### src/rtl/arb_pkg.sv
package arb_pkg;

  typedef enum logic [1:0] {
    ST_OWN    = 2'd0,  // processor owns the bus, no grant
    ST_OFFER  = 2'd1,  // grant out, waiting for acknowledge
    ST_LENT   = 2'd2,  // acknowledged, other master owns the bus
    ST_REOFFER = 2'd3  // still lent, fresh grant out for a pending request
  } arb_state_t;

  function automatic logic grant_of(arb_state_t s);
    return (s == ST_OFFER) || (s == ST_REOFFER);
  endfunction

  function automatic logic float_of(arb_state_t s);
    return (s == ST_LENT) || (s == ST_REOFFER);
  endfunction

  // an idle owner may offer the bus only with no atomic sequence and no decided cycle
  function automatic logic may_offer(logic req, logic lock, logic pend);
    return req && !lock && !pend;
  endfunction

endpackage

### src/rtl/arb_sync.sv
module arb_sync #(
  parameter int WIDTH  = 2,
  parameter int STAGES = 2
) (
  input  logic             clk,
  input  logic             rst_n,
  input  logic [WIDTH-1:0] d_async,
  output logic [WIDTH-1:0] q_sync
);

  localparam int LAST = STAGES - 1;

  for (genvar b = 0; b < WIDTH; b++) begin : g_bit
    logic [STAGES-1:0] chain;
    always_ff @(posedge clk or negedge rst_n) begin
      if (!rst_n) chain <= '0;
      else        chain <= {chain[STAGES-2:0], d_async[b]};
    end
    assign q_sync[b] = chain[LAST];
  end

endmodule

### src/rtl/arb_fsm.sv
module arb_fsm
  import arb_pkg::*;
(
  input  logic clk,
  input  logic rst_n,
  input  logic req_s,
  input  logic ack_s,
  input  logic lock_active,
  input  logic cycle_pending,
  output logic grant,
  output logic float_en
);

  arb_state_t state, state_nx;

  // named events for the assertions
  logic idle_blocked;
  logic ack_seen_offer;
  logic lent_req_again;
  logic ack_gone;

  assign idle_blocked   = (state == ST_OWN) && (lock_active || cycle_pending);
  assign ack_seen_offer = (state == ST_OFFER) && ack_s;
  assign lent_req_again = (state == ST_LENT) && ack_s && req_s;
  assign ack_gone       = float_of(state) && !ack_s;

  always_comb begin
    state_nx = state;
    unique case (state)
      ST_OWN:
        if (may_offer(req_s, lock_active, cycle_pending)) state_nx = ST_OFFER;
      ST_OFFER:
        if (ack_s)       state_nx = ST_LENT;
        else if (!req_s) state_nx = ST_OWN;
      ST_LENT:
        if (!ack_s)      state_nx = req_s ? ST_OFFER : ST_OWN;
        else if (req_s)  state_nx = ST_REOFFER;
      ST_REOFFER:
        if (!ack_s)      state_nx = req_s ? ST_OFFER : ST_OWN;
      default:           state_nx = ST_OWN;
    endcase
  end

  always_ff @(posedge clk or negedge rst_n) begin
    if (!rst_n) state <= ST_OWN;
    else        state <= state_nx;
  end

  assign grant    = grant_of(state);
  assign float_en = float_of(state);

  AST_NO_GRANT_LOCKED: assert property (@(posedge clk) disable iff (!rst_n)
    idle_blocked && lock_active |=> !grant);
  AST_NO_GRANT_PENDING: assert property (@(posedge clk) disable iff (!rst_n)
    idle_blocked && cycle_pending |=> !grant);
  AST_ACK_TAKES_BUS: assert property (@(posedge clk) disable iff (!rst_n)
    ack_seen_offer |=> (!grant && float_en));
  AST_REGRANT: assert property (@(posedge clk) disable iff (!rst_n)
    lent_req_again |=> (grant && float_en));
  AST_RETURN: assert property (@(posedge clk) disable iff (!rst_n)
    ack_gone |=> !float_en);

endmodule

### src/rtl/arb_release.sv
module arb_release (
  input  logic clk,
  input  logic rst_n,
  input  logic float_en,
  input  logic strobe_active,
  input  logic lock_active,
  output logic bus_hiz
);

  logic bus_quiet;
  assign bus_quiet = !strobe_active && !lock_active;

  always_ff @(posedge clk or negedge rst_n) begin
    if (!rst_n) bus_hiz <= 1'b0;
    else        bus_hiz <= float_en && bus_quiet;
  end

  AST_HIZ_WAITS_QUIET: assert property (@(posedge clk) disable iff (!rst_n)
    !bus_quiet |=> !bus_hiz);
  AST_HIZ_NEEDS_FLOAT: assert property (@(posedge clk) disable iff (!rst_n)
    !float_en |=> !bus_hiz);

endmodule

### src/rtl/bus_arbiter_ctl.sv
module bus_arbiter_ctl #(
  parameter int SYNC_STAGES = 2
) (
  input  logic clk,
  input  logic rst_n,
  input  logic req_async,
  input  logic ack_async,
  input  logic strobe_active,
  input  logic lock_active,
  input  logic cycle_pending,
  output logic grant,
  output logic float_en,
  output logic bus_hiz,
  output logic hold_off
);

  localparam int NSIG = 2;

  logic [NSIG-1:0] raw_in;
  logic [NSIG-1:0] synced;
  logic            req_s;
  logic            ack_s;

  assign raw_in = {ack_async, req_async};

  arb_sync #(.WIDTH(NSIG), .STAGES(SYNC_STAGES)) u_sync (
    .clk     (clk),
    .rst_n   (rst_n),
    .d_async (raw_in),
    .q_sync  (synced)
  );

  assign req_s = synced[0];
  assign ack_s = synced[1];

  arb_fsm u_fsm (
    .clk           (clk),
    .rst_n         (rst_n),
    .req_s         (req_s),
    .ack_s         (ack_s),
    .lock_active   (lock_active),
    .cycle_pending (cycle_pending),
    .grant         (grant),
    .float_en      (float_en)
  );

  arb_release u_rel (
    .clk           (clk),
    .rst_n         (rst_n),
    .float_en      (float_en),
    .strobe_active (strobe_active),
    .lock_active   (lock_active),
    .bus_hiz       (bus_hiz)
  );

  assign hold_off = grant | float_en;

  AST_GRANT_NEEDS_REQ: assert property (@(posedge clk) disable iff (!rst_n)
    $rose(grant) |-> $past(req_s));
  AST_WITHDRAW: assert property (@(posedge clk) disable iff (!rst_n)
    (grant && !float_en && !req_s && !ack_s) |=> !grant);

endmodule

### config.mk
export PLATFORM = sky130hd
export DESIGN_NAME = bus_arbiter_ctl
export DESIGN_NICKNAME = d
export VERILOG_FILES = /design/src/rtl/arb_pkg.sv /design/src/rtl/arb_sync.sv /design/src/rtl/arb_fsm.sv /design/src/rtl/arb_release.sv /design/src/rtl/bus_arbiter_ctl.sv
export SDC_FILE = /design/constraint.sdc
export NUM_CORES = 1
export LEC_CHECK = 0
export ABC_AREA = 0
export BUFFER_PORTS_ARGS = -buffer_cell sky130_fd_sc_hd__clkbuf_2
export CELL_PAD_IN_SITES_DETAIL_PLACEMENT = 1
export CELL_PAD_IN_SITES_GLOBAL_PLACEMENT = 1
export CORE_AREA = 5 5 42 44
export DETAILED_ROUTE_END_ITERATION = 8
export DIE_AREA = 0 0 47 49
export PLACE_DENSITY = 0.56
export SYNTH_ARGS = -nofsm -noshare
export SYNTH_HDL_FRONTEND = slang
export SYNTH_SLANG_ARGS = --single-unit
### constraint.sdc
create_clock -name clk -period 1.1 [get_ports clk]
set_clock_uncertainty 0.2 [all_clocks]
set_input_delay 0.275 -clock clk [delete_from_list [all_inputs] [get_ports clk]]
set_output_delay 0.275 -clock clk [all_outputs]
set_load 0.02 [all_outputs]
### Yosys cells after proc, flatten, opt, wreduce, memory -nomap -nowiden

Cells that the tools add are included.
Widths: inputs -> output; s select.

| cells by class | value |
|---|---|
| reductions and logical operators | 11 |
| muxes and demuxes | 8 |
| equality and inequality tests | 7 |
| bitwise operators | 1 |

Operators by type and width:

| kind | count |
|---|---|
| $mux 2 | 6 |
| $pmux 2 s4 | 1 |
| $ne 3x3->1 const B | 2 |
| $eq 2x2->1 const B | 2 |
| $logic_and 1x1->1 | 4 |
| $ne 2x2->1 const B | 2 |
| $reduce_and 4->1 | 1 |
| $logic_not 1->1 | 3 |
| $eq 2x1->1 const B | 1 |
| $logic_not 2->1 | 1 |
| $logic_or 1x1->1 | 2 |
| $mux 1 | 1 |
| $or 1x1->1 | 1 |

| word-level totals | value |
|---|---|
| word-level logic and storage cells | 31 |
| flip-flop bits (word level) | 7 |

### Depth between registers and ports, before layout

| depth | value |
|---|---|
| depth in word-level cells | 5 |
| mapped depth | 2 |
| gate-level depth less buffers | 2 |

### Modules after synthesis

Synthesis repeated with hierarchy kept, for this count alone.

| second synthesis, totals | value |
|---|---|
| cells, all modules | 18 |
| area, all modules | 252.7 µm² |

By module, submodules not included:

| module | cells each | area each (µm²) | times used | sequential area each (µm²) |
|---|---|---|---|---|
| arb_sync | 6 | 115.1 | 1 | 100.1 |
| arb_fsm | 9 | 93.8 | 1 | 50.0 |
| arb_release | 2 | 37.5 | 1 | 25.0 |
| bus_arbiter_ctl | 1 | 6.3 | 1 | 0.0 |

### Worst setup path after synthesis

OpenSTA, ideal clock, no wires.

| timing path | value |
|---|---|
| kind | flip-flop to output port |
| start point | register u_fsm.state[1] |
| end point | output hold_off |
| setup slack | -0.036 ns |
| required time | 0.625 ns |
| cell stages (with the launch flop) | 2 |
| path buffers | 0 |
| arrival | 0.661 ns |
| cells stage by stage | dfrtp_1 -> or2_4 |

| between the ends | value |
|---|---|
| cells in the longest elaborated chain, start to end | 3 |
| elaborated cells between the ends (all ways) | 6 |
| classes of those cells | eq/ne: 3; bitwise: 1; reduce/logical: 2 |

RTL lines:

| what | RTL line | text |
|---|---|---|
| start: declaration | arb_fsm.sv:14 | `arb_state_t state, state_nx;` |
| start signal: assignment | arb_fsm.sv:46 | `else state <= state_nx;` |
| $eq 2x1->1 / $eq 2x2->1 (equally long branches) | -- |  |
| $logic_or 1x1->1, on equally long branches | arb_pkg.sv:11, arb_pkg.sv:15 |  |
| $or 1x1->1 (*) | bus_arbiter_ctl.sv:56 | `assign hold_off = grant \| float_en;` |
| end: declaration | bus_arbiter_ctl.sv:14 | `output logic hold_off` |

Mark *: on every way between the ends. The rest lies on a longest branch, timed or not.

### Final worst setup path

Same ends and word-level chain as after synthesis.

==> out/results.tsv <==
stage	metric	value	unit
timing	setup repair after global routing missed its margin	yes	
global_route	vias in the first global route	246	
critical_path	slowest cell on the critical path	dfrtp_1	
timing	slew margin rel.	88.9	%
global_route	gr ovfl total	0	
timing	max-slew violations	0	
pwr	power share of the sequential group	37.5	%
clock_network	CTS clk-pin slew, worst paths	0.05	ns
timing	actual slew at the worst max-slew pin	0.167	ns
critical_path	CP Capture Type	output port	
critical_path	worst setup path class	reg2out	
cells_and_area	Register Area	175	um^2
cells_and_area	commonest non-fill, non-tap cell in the layout	dfrtp_1	
cells_and_area	antenna diode count	0	
critical_path	RR Endpoint	u_fsm.state[0]	
clock_network	CTS Hold Bufs	3	
cells_and_area	P&R area growth vs syn	84.5	%
global_route	layer with the highest usage	met2	
drt	Detailed Route Iter0 Violations	1	
die	# rows	14	
cells_and_area	# nets final	44	
die	IO Pins	11	
critical_path	slowest stage delay, CP	0.38	ns
clock_network	H-tree depth	1	
pwr	net switching power	0.200	mW
global_route	initial antenna violation count	0	
die	DIE AREA	2300	um^2
place	RD Place Congestion	0.778	
synth	largest area contributor in the netlist	dfrtp_1	
die	Starting Density	17.2	%
clock_network	total clock sinks	7	
clock_network	CTS tree	yes	
synth	top post-synthesis cells by area	dfrtp_1 73%, nor3b_2 5.2%, o311a_1 4.1%	
critical_path	FF-to-FF path depth	3	
synth	Synth cell types	9	
synth	Mapped Area	241	um^2
pwr	sw frac	25.4	%
worst_hold_path	Hold Crit Depth	2	
global_route	met3 Track Usage GR	5.54	%
timing	Hold Vio Cnt, Final	1	
timing	Tcrit/Tclk final	136	%
worst_hold_path	Hold EP	u_rel.bus_hiz	
critical_path	WP buf/inv	1	
synth	sequential share of the synthesized area	72.5	%
die	die width	47	um
cells_and_area	Layout fillers	156	
synth	FF+latch count, synth	7	
drt	vias per cell	3.85	
cells_and_area	area of the multi-input gates	58.8	um^2
synth	Synth top area share	72.5	%
die	Die Ht	49	um
global_route	largest net degree at the start of global routing	8	
place	count of input and output buffers	10	
die	Core Footprint	1400	um^2
cells_and_area	most frequent cells in the layout	7 x dfrtp_1, 6 x clkbuf_2, 4 x buf_6	
pwr	peak supply drop	0.000650	V
synth	Mean Syn Cell Area	15.1	um^2
drt	WL final	561	um
critical_path	Top Family by Delay on Critical Path	flip-flops	
synth	cells after synthesis	16	
critical_path	cells along the critical path	or2_4, buf_8	
global_route	met1 Use GR	4.75	%
timing	FMAX	667	MHz
global_route	first-pass GRT wire length	924	um
critical_path	reg2reg start	u_fsm.state[1]	
pwr	power density cells	1770	nW/um^2
place	post-DP HPWL	409	um
status	outcome	complete, but fails checks	
place	Place WS	-0.141	ns
drt	first-pass iteration count of the detailed router	3	
critical_path	R2R setup slack	-0.15	ns
timing	# setup viols final	6	
critical_path	Critical Path AT	1.02	ns
pwr	Gate power share	33.5	%
drt	DRT antenna net count	0	
drt	drt wl/cell	10.8	um
global_route	grt met2 use	10.6	%
critical_path	Startpoint Class	register	
pwr	Leak	0.221	nW
critical_path	Critical Path RT	0.62	ns
synth	Syn. warnings	0	
synth	Syn Nets	23	
status	failing checks	negative hold slack, negative setup slack	
flow_run	Max-Cap Viols	0	
clock_network	root buffer cell	clkbuf_4	
timing	post-route setup slack	-0.400	ns
timing	final hold slack	-0.0103	ns
worst_hold_path	HP Class	in2reg	
clock_network	worst-skew pair later-pin latency	0.25	ns
pwr	Clock Power Share	29.1	%
global_route	GRT Overall Usage	6.11	%
pwr	Cell Int Power	0.587	mW
critical_path	Worst Path Max Fanout	2	
timing	Final TNS setup	-1.29	ns
worst_hold_path	worst hold path startpoint	strobe_active	
drt	# DRC	0	
clock_network	CTS Buf Count	3	
drt	routed vias	200	
timing	min cycle time layout	1.50	ns
clock_network	clk buf depth	2	
cells_and_area	share of layout cells above drive strength 1	58.3	%
## through the flow
stage	cells	util (%)	total power, mW	hold WS (ns)	instance area, um^2
6_report	52	31.8	0.787	-0.0103	445
5_1_grt	52	31.8	0.843	-0.0254	445
4_1_cts	52	30.8	0.780	-0.0202	432
3_5_place_dp	42	22.8	0.451	-0.0819	319
3_3_place_gp	42	22.8	0.441	-0.0887	319
2_1_floorplan	16	-	0.385	-0.221	241
## power by group through the flow
stage	Combinational [mW]	Sequential [mW]	Clock, mW
5_1_grt	0.281	0.298	0.264
3_3_place_gp	0.147	0.294	0
2_1_floorplan	0.0825	0.302	0
6_report	0.263	0.295	0.229
4_1_cts	0.244	0.292	0.244
3_5_place_dp	0.155	0.295	0
## layer usage
layer  vias up  part of all wire, %
li1         91                    -
met1        93                   32
met2        14                   51
met3         2                   15
met4         0                  1.8
met5         -                    0
## synthesized netlist by cell type
cell type and count:
dfrtp_1 7, o311a_1 1, clkbuf_1 2, nand3b_1 1, a21o_1 1, nor3b_2 1
or2_4 1, and2_4 1, nor2_1 1
## cell families (layout without fill, tap and decap cells)
group	count (synthesis)	in the layout	synth area share, %
flops	7	7	72.5
buf+inv	2	22	3.11
simple gates	5	5	17.1
compound gates	2	2	7.26
## what timing repair did
item,CTS,global route
setup buffers,3,1
endpoints found under the hold margin,10,1
resized for setup,8,8
setup endpoints to repair,5,7
pin swaps,2,2
## how the worst max path moves through the flow
stage / from / to / cells after the start / slack (ns)
2_1_floorplan: u_fsm.state[1] / hold_off / 1 / -0.04
3_3_place_gp: u_fsm.state[1] / hold_off / 2 / -0.12
3_5_place_dp: u_fsm.state[1] / hold_off / 2 / -0.14
4_1_cts: u_fsm.state[0] / hold_off / 2 / -0.42
5_1_grt: u_fsm.state[1] / hold_off / 2 / -0.43
6_report: u_fsm.state[1] / hold_off / 2 / -0.40
## state kept, by name, indices dropped and copies added (netlist names)
register	flops
u_sync.g_bit.chain	4
u_rel.bus_hiz	1
u_fsm.state	2
## cell type report
cell class	count	share of cell area (%)
multi-input combinational	7	13.2
timing repair buffer	18	37.1
clock buffer	4	5.90
sequential	7	39.3
tap	16	4.49
## worst reg2reg max path: stages, from the launching register on
cell and delay [ns]:
dfrtp_1 0.38, buf_6 0.12, buf_6 0.11, o311a_1 0.32
Note: power is estimated with default switching activity, not from simulation.
